File: config.mk
export PLATFORM = sky130hd
export DESIGN_NAME = nand_cycle_seq
export DESIGN_NICKNAME = d
export VERILOG_FILES = /design/src/rtl/nand_seq_pkg.sv /design/src/rtl/nand_rb_sync.sv /design/src/rtl/nand_cfg_regs.sv /design/src/rtl/nand_phase_seq.sv /design/src/rtl/nand_cycle_seq.sv
export SDC_FILE = /design/constraint.sdc
export NUM_CORES = 1
export LEC_CHECK = 0
export ABC_CLOCK_PERIOD_IN_PS = 2300
export CAP_MARGIN = 15
export CORE_MARGIN = 3
export CORE_UTILIZATION = 27
export CTS_CLUSTER_DIAMETER = 80
export DETAILED_ROUTE_END_ITERATION = 8
export REMOVE_ABC_BUFFERS = 1
export SLEW_MARGIN = 40
export SYNTH_ARGS = -nofsm -noshare
export SYNTH_HDL_FRONTEND = slang
export SYNTH_SLANG_ARGS = --single-unit
File: constraint.sdc
create_clock -name clk -period 2.3 [get_ports clk]
set_input_delay 0.575 -clock clk [delete_from_list [all_inputs] [get_ports clk]]
set_output_delay 0.575 -clock clk [all_outputs]
set_load 0.01 [all_outputs]
File: src/rtl/nand_seq_pkg.sv
package nand_seq_pkg;
  localparam int HBUS_W  = 32;
  localparam int HADDR_W = 5;
  localparam int FBYTE_W = 8;

  // timing field widths and positions in the configuration word
  localparam int SET_W   = 2;
  localparam int STB_W   = 3;
  localparam int HLD_W   = 3;
  localparam int SET_LSB = 8;
  localparam int STB_LSB = 4;
  localparam int HLD_LSB = 0;
  localparam int EN_BIT  = 15;
  localparam int ECC_BIT = 12;
  localparam int CE_BIT  = 11;

  localparam int CNT_W = (SET_W > STB_W) ? ((SET_W > HLD_W) ? SET_W : HLD_W)
                                         : ((STB_W > HLD_W) ? STB_W : HLD_W);

  localparam logic [HADDR_W-1:0] REG_CFG = 5'h00;
  localparam logic [HADDR_W-1:0] REG_CMD = 5'h04;
  localparam logic [HADDR_W-1:0] REG_ADR = 5'h08;
  localparam logic [HADDR_W-1:0] REG_DAT = 5'h0C;
  localparam logic [HADDR_W-1:0] REG_STS = 5'h10;

  typedef enum logic [1:0] {PH_IDLE, PH_SETUP, PH_STROBE, PH_HOLD} phase_e;
  typedef enum logic [1:0] {OP_CMD, OP_ADR, OP_WR, OP_RD} xfer_e;

  typedef struct packed {
    logic [SET_W-1:0] setup;
    logic [STB_W-1:0] strobe;
    logic [HLD_W-1:0] hold;
  } timing_t;
endpackage

File: src/rtl/nand_rb_sync.sv
module nand_rb_sync #(
  parameter int STAGES = 2
) (
  input  logic clk,
  input  logic rst,
  input  logic async_i,
  output logic sync_o
);
  logic [STAGES-1:0] chain;

  generate
    if (STAGES == 1) begin : g_single
      always_ff @(posedge clk) begin
        if (rst) chain <= '0;
        else     chain <= async_i;
      end
    end else begin : g_multi
      always_ff @(posedge clk) begin
        if (rst) chain <= '0;
        else     chain <= {chain[STAGES-2:0], async_i};
      end
    end
  endgenerate

  assign sync_o = chain[STAGES-1];
endmodule

File: src/rtl/nand_cfg_regs.sv
module nand_cfg_regs
  import nand_seq_pkg::*;
(
  input  logic              clk,
  input  logic              rst,
  input  logic              wr_en,
  input  logic [HBUS_W-1:0] wdata,
  output logic              en,
  output logic              ce_n,
  output logic              ecc_init,
  output timing_t           tm,
  output logic [HBUS_W-1:0] cfg_word
);
  always_ff @(posedge clk) begin
    if (rst) begin
      en       <= 1'b0;
      ce_n     <= 1'b1;
      ecc_init <= 1'b0;
      tm       <= '1;
    end else begin
      ecc_init <= wr_en & wdata[ECC_BIT];
      if (wr_en) begin
        en        <= wdata[EN_BIT];
        ce_n      <= wdata[CE_BIT];
        tm.setup  <= wdata[SET_LSB +: SET_W];
        tm.strobe <= wdata[STB_LSB +: STB_W];
        tm.hold   <= wdata[HLD_LSB +: HLD_W];
      end
    end
  end

  always_comb begin
    cfg_word                   = '0;
    cfg_word[EN_BIT]           = en;
    cfg_word[CE_BIT]           = ce_n;
    cfg_word[SET_LSB +: SET_W] = tm.setup;
    cfg_word[STB_LSB +: STB_W] = tm.strobe;
    cfg_word[HLD_LSB +: HLD_W] = tm.hold;
  end
endmodule

File: src/rtl/nand_phase_seq.sv
module nand_phase_seq
  import nand_seq_pkg::*;
(
  input  logic               clk,
  input  logic               rst,
  input  logic               start,
  input  xfer_e              op,
  input  logic [FBYTE_W-1:0] byte_i,
  input  timing_t            tm,
  input  logic [FBYTE_W-1:0] dq_i,
  output logic               cle,
  output logic               ale,
  output logic               we_n,
  output logic               re_n,
  output logic               dq_oe,
  output logic [FBYTE_W-1:0] dq_o,
  output logic [FBYTE_W-1:0] rd_byte,
  output logic               done,
  output logic               busy
);
  phase_e           ph;
  logic [CNT_W-1:0] cnt;
  logic             is_rd;

  assign busy = (ph != PH_IDLE);

  always_ff @(posedge clk) begin
    if (rst) begin
      ph      <= PH_IDLE;
      cnt     <= '0;
      is_rd   <= 1'b0;
      cle     <= 1'b0;
      ale     <= 1'b0;
      we_n    <= 1'b1;
      re_n    <= 1'b1;
      dq_oe   <= 1'b0;
      dq_o    <= '0;
      rd_byte <= '0;
      done    <= 1'b0;
    end else begin
      done <= 1'b0;
      case (ph)
        PH_IDLE: begin
          if (start) begin
            ph    <= PH_SETUP;
            cnt   <= CNT_W'(tm.setup);
            is_rd <= (op == OP_RD);
            cle   <= (op == OP_CMD);
            ale   <= (op == OP_ADR);
            dq_oe <= (op != OP_RD);
            dq_o  <= byte_i;
          end
        end
        PH_SETUP: begin
          if (cnt == '0) begin
            ph  <= PH_STROBE;
            cnt <= CNT_W'(tm.strobe);
            if (is_rd) re_n <= 1'b0;
            else       we_n <= 1'b0;
          end else begin
            cnt <= cnt - 1'b1;
          end
        end
        PH_STROBE: begin
          if (cnt == '0) begin
            ph   <= PH_HOLD;
            cnt  <= CNT_W'(tm.hold);
            we_n <= 1'b1;
            re_n <= 1'b1;
            if (is_rd) rd_byte <= dq_i;
          end else begin
            cnt <= cnt - 1'b1;
          end
        end
        PH_HOLD: begin
          if (cnt == '0) begin
            ph    <= PH_IDLE;
            cle   <= 1'b0;
            ale   <= 1'b0;
            dq_oe <= 1'b0;
            done  <= 1'b1;
          end else begin
            cnt <= cnt - 1'b1;
          end
        end
        default: ph <= PH_IDLE;
      endcase
    end
  end
endmodule

File: src/rtl/nand_cycle_seq.sv
module nand_cycle_seq
  import nand_seq_pkg::*;
#(
  parameter int SYNC_STAGES = 2
) (
  input  logic               clk,
  input  logic               rst,
  input  logic               bus_sel,
  input  logic               bus_wr,
  input  logic [HADDR_W-1:0] bus_addr,
  input  logic [HBUS_W-1:0]  bus_wdata,
  output logic [HBUS_W-1:0]  bus_rdata,
  output logic               bus_ack,
  output logic               fl_ce_n,
  output logic               fl_cle,
  output logic               fl_ale,
  output logic               fl_we_n,
  output logic               fl_re_n,
  output logic [FBYTE_W-1:0] fl_dq_o,
  output logic               fl_dq_oe,
  input  logic [FBYTE_W-1:0] fl_dq_i,
  input  logic               fl_rdy,
  output logic               ecc_init
);
  logic               en, rdy_s, seq_busy, seq_done, ack_q;
  logic               accept, seq_req, cfg_wr;
  logic               hit_cfg, hit_cmd, hit_adr, hit_dat, hit_sts;
  logic [HBUS_W-1:0]  cfg_word, rd_mux, rdata_q;
  logic [FBYTE_W-1:0] rd_byte;
  timing_t            tm;
  xfer_e              op;

  assign hit_cfg = (bus_addr == REG_CFG);
  assign hit_cmd = (bus_addr == REG_CMD);
  assign hit_adr = (bus_addr == REG_ADR);
  assign hit_dat = (bus_addr == REG_DAT);
  assign hit_sts = (bus_addr == REG_STS);

  assign accept  = bus_sel && !bus_ack && !seq_busy;
  assign seq_req = accept && en && ((bus_wr && (hit_cmd || hit_adr)) || hit_dat);
  assign cfg_wr  = accept && bus_wr && hit_cfg;
  assign op      = hit_cmd ? OP_CMD : (hit_adr ? OP_ADR : (bus_wr ? OP_WR : OP_RD));

  always_comb begin
    rd_mux = '0;
    if (hit_cfg)      rd_mux = cfg_word;
    else if (hit_sts) rd_mux = {{(HBUS_W-1){1'b0}}, rdy_s};
  end

  always_ff @(posedge clk) begin
    if (rst) begin
      ack_q   <= 1'b0;
      rdata_q <= '0;
    end else begin
      ack_q   <= accept && !seq_req;
      rdata_q <= (accept && !seq_req && !bus_wr) ? rd_mux : '0;
    end
  end

  assign bus_ack   = ack_q | seq_done;
  assign bus_rdata = seq_done ? HBUS_W'(rd_byte) : rdata_q;

  nand_cfg_regs u_cfg (
    .clk      (clk),
    .rst      (rst),
    .wr_en    (cfg_wr),
    .wdata    (bus_wdata),
    .en       (en),
    .ce_n     (fl_ce_n),
    .ecc_init (ecc_init),
    .tm       (tm),
    .cfg_word (cfg_word)
  );

  nand_rb_sync #(.STAGES(SYNC_STAGES)) u_sync (
    .clk     (clk),
    .rst     (rst),
    .async_i (fl_rdy),
    .sync_o  (rdy_s)
  );

  nand_phase_seq u_seq (
    .clk     (clk),
    .rst     (rst),
    .start   (seq_req),
    .op      (op),
    .byte_i  (bus_wdata[FBYTE_W-1:0]),
    .tm      (tm),
    .dq_i    (fl_dq_i),
    .cle     (fl_cle),
    .ale     (fl_ale),
    .we_n    (fl_we_n),
    .re_n    (fl_re_n),
    .dq_oe   (fl_dq_oe),
    .dq_o    (fl_dq_o),
    .rd_byte (rd_byte),
    .done    (seq_done),
    .busy    (seq_busy)
  );
endmodule

==> impl_results.md <==
* Critical Path Slowest Stage Cell: clkdlybuf4s50_1
* Leading area contributor after synthesis: dfxtp_1
* CP Data Required Time at 1.73 ns
* Final setup fails at 0
* Area share of the largest cell type after synthesis at 43.3%
* Residual overflow from global routing at 0
* Fmax at 450 MHz
* Dpl cells at 423
* Post-route ant nets at 0
* Critical path type: register to primary output
* Final period utilization at 96.6%
* Drt initial violations at 50
* Routed WL at 5570 um
* Root Driver: clkbuf_8
* Placed Area at 3090 um2
* Residual DRC count at 0
* Antenna fix cells at 0
* Gr busiest metal: met2
* FP Rows at 33
* CP Buf/Inv Count at 2
* CTS H-tree depth at 2
* Fin Hold WS at 0.453 ns
* Top post-synthesis cells by area: dfxtp_1 (43%), mux2i_1 (7.5%), buf_4 (6.6%)
* Pre-CTS WS at 0.0474 ns
* Worst slew margin at 65.8%
* Critical Path Source Type: register
* Cell area after layout at 3200 um2
* Crit. path cell count at 3
* Maxcap violations at 0
* Pleak at 1.37 nW
* Final HPWL DP at 4250 um
* Area of the multi-input gates at 1200 um2
* RSZ-0062 raised after global routing: no
* Register area at 1040 um2
* PortBufs at 58
* GP Congestion at 0.798
* Clk sinks at 52
* Syn avg cell area at 9.21 um2
* Area growth syn-to-layout at 33.2%
* Dominant synthesized flop cell: dfxtp_1
* Fraction of layout cells with a size suffix above 1 at 10.7%
* Die Y at 100 um
* Met2 Usage GRT at 18.5%
* CTS buffer count at 5
* Yosys Warn Count at 0
* Vias/cell at 4.46
* Crit end category: primary output
* DRT Pass-1 Iters at 4
* Most numerous cell in the Yosys netlist: dfxtp_1
* Setup TNS at 0 ns
* Worst-path maximum fanout at 5
* Sequential area share after synthesis at 43.3%
* Top cells by count, synth: dfxtp_1 (52), nand2_1 (32), buf_4 (21)
* Worst-margin pin slew at 0.513 ns
* Worst Setup SP: u_seq.done
* CP delay by family, top: buffers and inverters
* Total Nets Final at 381
* EDFF count, synth at 0
* Max stage delay on crit path at 0.48 ns
* FF-to-FF Start: u_seq.ph[0]
* Fraction of registers with async set/reset at 0%
* Synth Register Bits at 52
* Vias in the first global route at 1882
* Worst Skew at 0.00348 ns
* Fin worst setup slack at 0.0793 ns
* Final std cells w/o fill at 431
* Initial core utilization at 28.6%
* IR drop worst, VDD at 0.217 mV
* First-pass GRT wire length at 9090 um
* Fillers at 872
* Crit path time final at 2.22 ns
* Worst hold path startpoint: u_seq.rd_byte[3]
* Synth unique cells at 45
* Largest net degree at the start of global routing at 17
* Worst Hold Class: register to register
* Clk slew on worst S/H paths at 0.09 ns
* Wirelength per Cell at 12.9 um
* Clock Tree Buf Depth at 2
* Met3 usage at 2.57%
* Crit-path cells: buf_4, mux2_2, clkdlybuf4s50_1
* Initial antenna violation count at 0
* Top Ports at 98
* TritonCTS clock tree: done
* Die W at 100 um
* R2R cell count at 6
* Synthesized cell area at 2400 um2
* GRT Total Usage at 11.4%
* Met1 Use GR at 15.3%
* Die area at 10100 um2
* Power Density at 518 nW/um2
* Final Power at 1.66 mW
* Outcome: finished clean
* Routed vias at 1922
* Core area at 8420 um2
* WHS Path Cells at 2
* Core Util, Final at 38.0%
* Worst-skew pair later-pin latency at 0.30 ns
* Slew Viols, Final at 0
* Hold Violations, Final at 0
* Mapped Cells at 261
* Critical path data arrival time at 1.65 ns
what timing repair did:
| action | CTS | global route |
|---|---|---|
| pin swaps | 0 | 0 |
| hold buffers | 0 | 0 |
| setup buffers | 0 | 0 |
| cloned | 0 | 0 |
| gates resized for setup | 1 | 1 |
| setup endpoints to repair | 6 | 2 |
worst min-delay path, cell delays in order, from the launching register on:
cell	delay, ns
dfxtp_1	0.32
nand2_1	0.05
a21oi_1	0.05
cells in the final DEF, fill, tap and decap left out, drive strengths merged, types with 2 or more instances in the layout:
master,synthesis,layout
clkbuf,6,5
a21o,2,2
buf,24,10
nand4,2,2
nor2b,9,9
nor3,5,5
a31o,3,3
o21ai,9,9
ha,6,6
nand2,32,32
a221oi,2,2
a22o,2,2
and2,11,11
mux2i,18,18
clkdlybuf4s50,0,58
a21oi,15,15
inv,8,8
dfxtp,52,52
and3,3,3
nand3,2,2
a211o,2,2
mux2,6,6
nand2b,3,3
nor3b,4,4
nor2,17,17
o31ai,2,2
or3,3,3
conb,1,20
state kept, by name, summed over array words and instances (netlist names), 2 cells and up:
register / count
rdata_q: 10
u_cfg.cfg_word: 8
u_seq.cnt: 3
u_seq.dq_o: 8
u_seq.ph: 2
u_seq.rd_byte: 8
u_sync.chain: 2
cell type report:
cell class | instances | area share [%]
Clock buffer | 5 | 2.15
Clock inverter | 3 | 1.33
Sequential cell | 52 | 32.6
Timing Repair Buffer | 68 | 21.3
Inverter | 8 | 0.938
Tap cell | 105 | 4.10
Multi-Input combinational cell | 190 | 37.6
path summary, 6_finish.rpt:
kind / slack [ns] / to
worst max-delay path: 0.08 / bus_rdata[1]
worst min-delay path: 0.45 / u_seq.rd_byte[3]
worst max register to register: 0.35 / u_seq.ph[1]
worst min register to register: 0.45 / u_seq.rd_byte[3]
layer usage:
metal / vias to the layer above / routed length, um
met1: 881 / 2670
met2: 63 / 2480
met4: 0 / 58
li1: 971 / -
met5: - / 0
met3: 7 / 359
kinds of logic (layout without fill, tap and decap cells):
kind of cell    Yosys count  in the layout  share of synthesized area [%]
simple gates             97             97                           21.3
flops                    52             52                           43.3
compound gates           41             41                           11.4
buf+inv                  38             84                           9.57
mux                      24             24                           10.3
fa+ha+maj                 7              7                           3.59
other cells               1             20                          0.156
xor+xnor                  1              1                          0.364
report_power, final:
part           internal [mW]  switching (mW)  leakage [nW]
registers              0.903         0.00210         0.421
logic                 0.0682          0.0618         0.893
clock network          0.322           0.302        0.0541
total                   1.29           0.366          1.37
No activity file was read; power rests on OpenSTA's default activity.
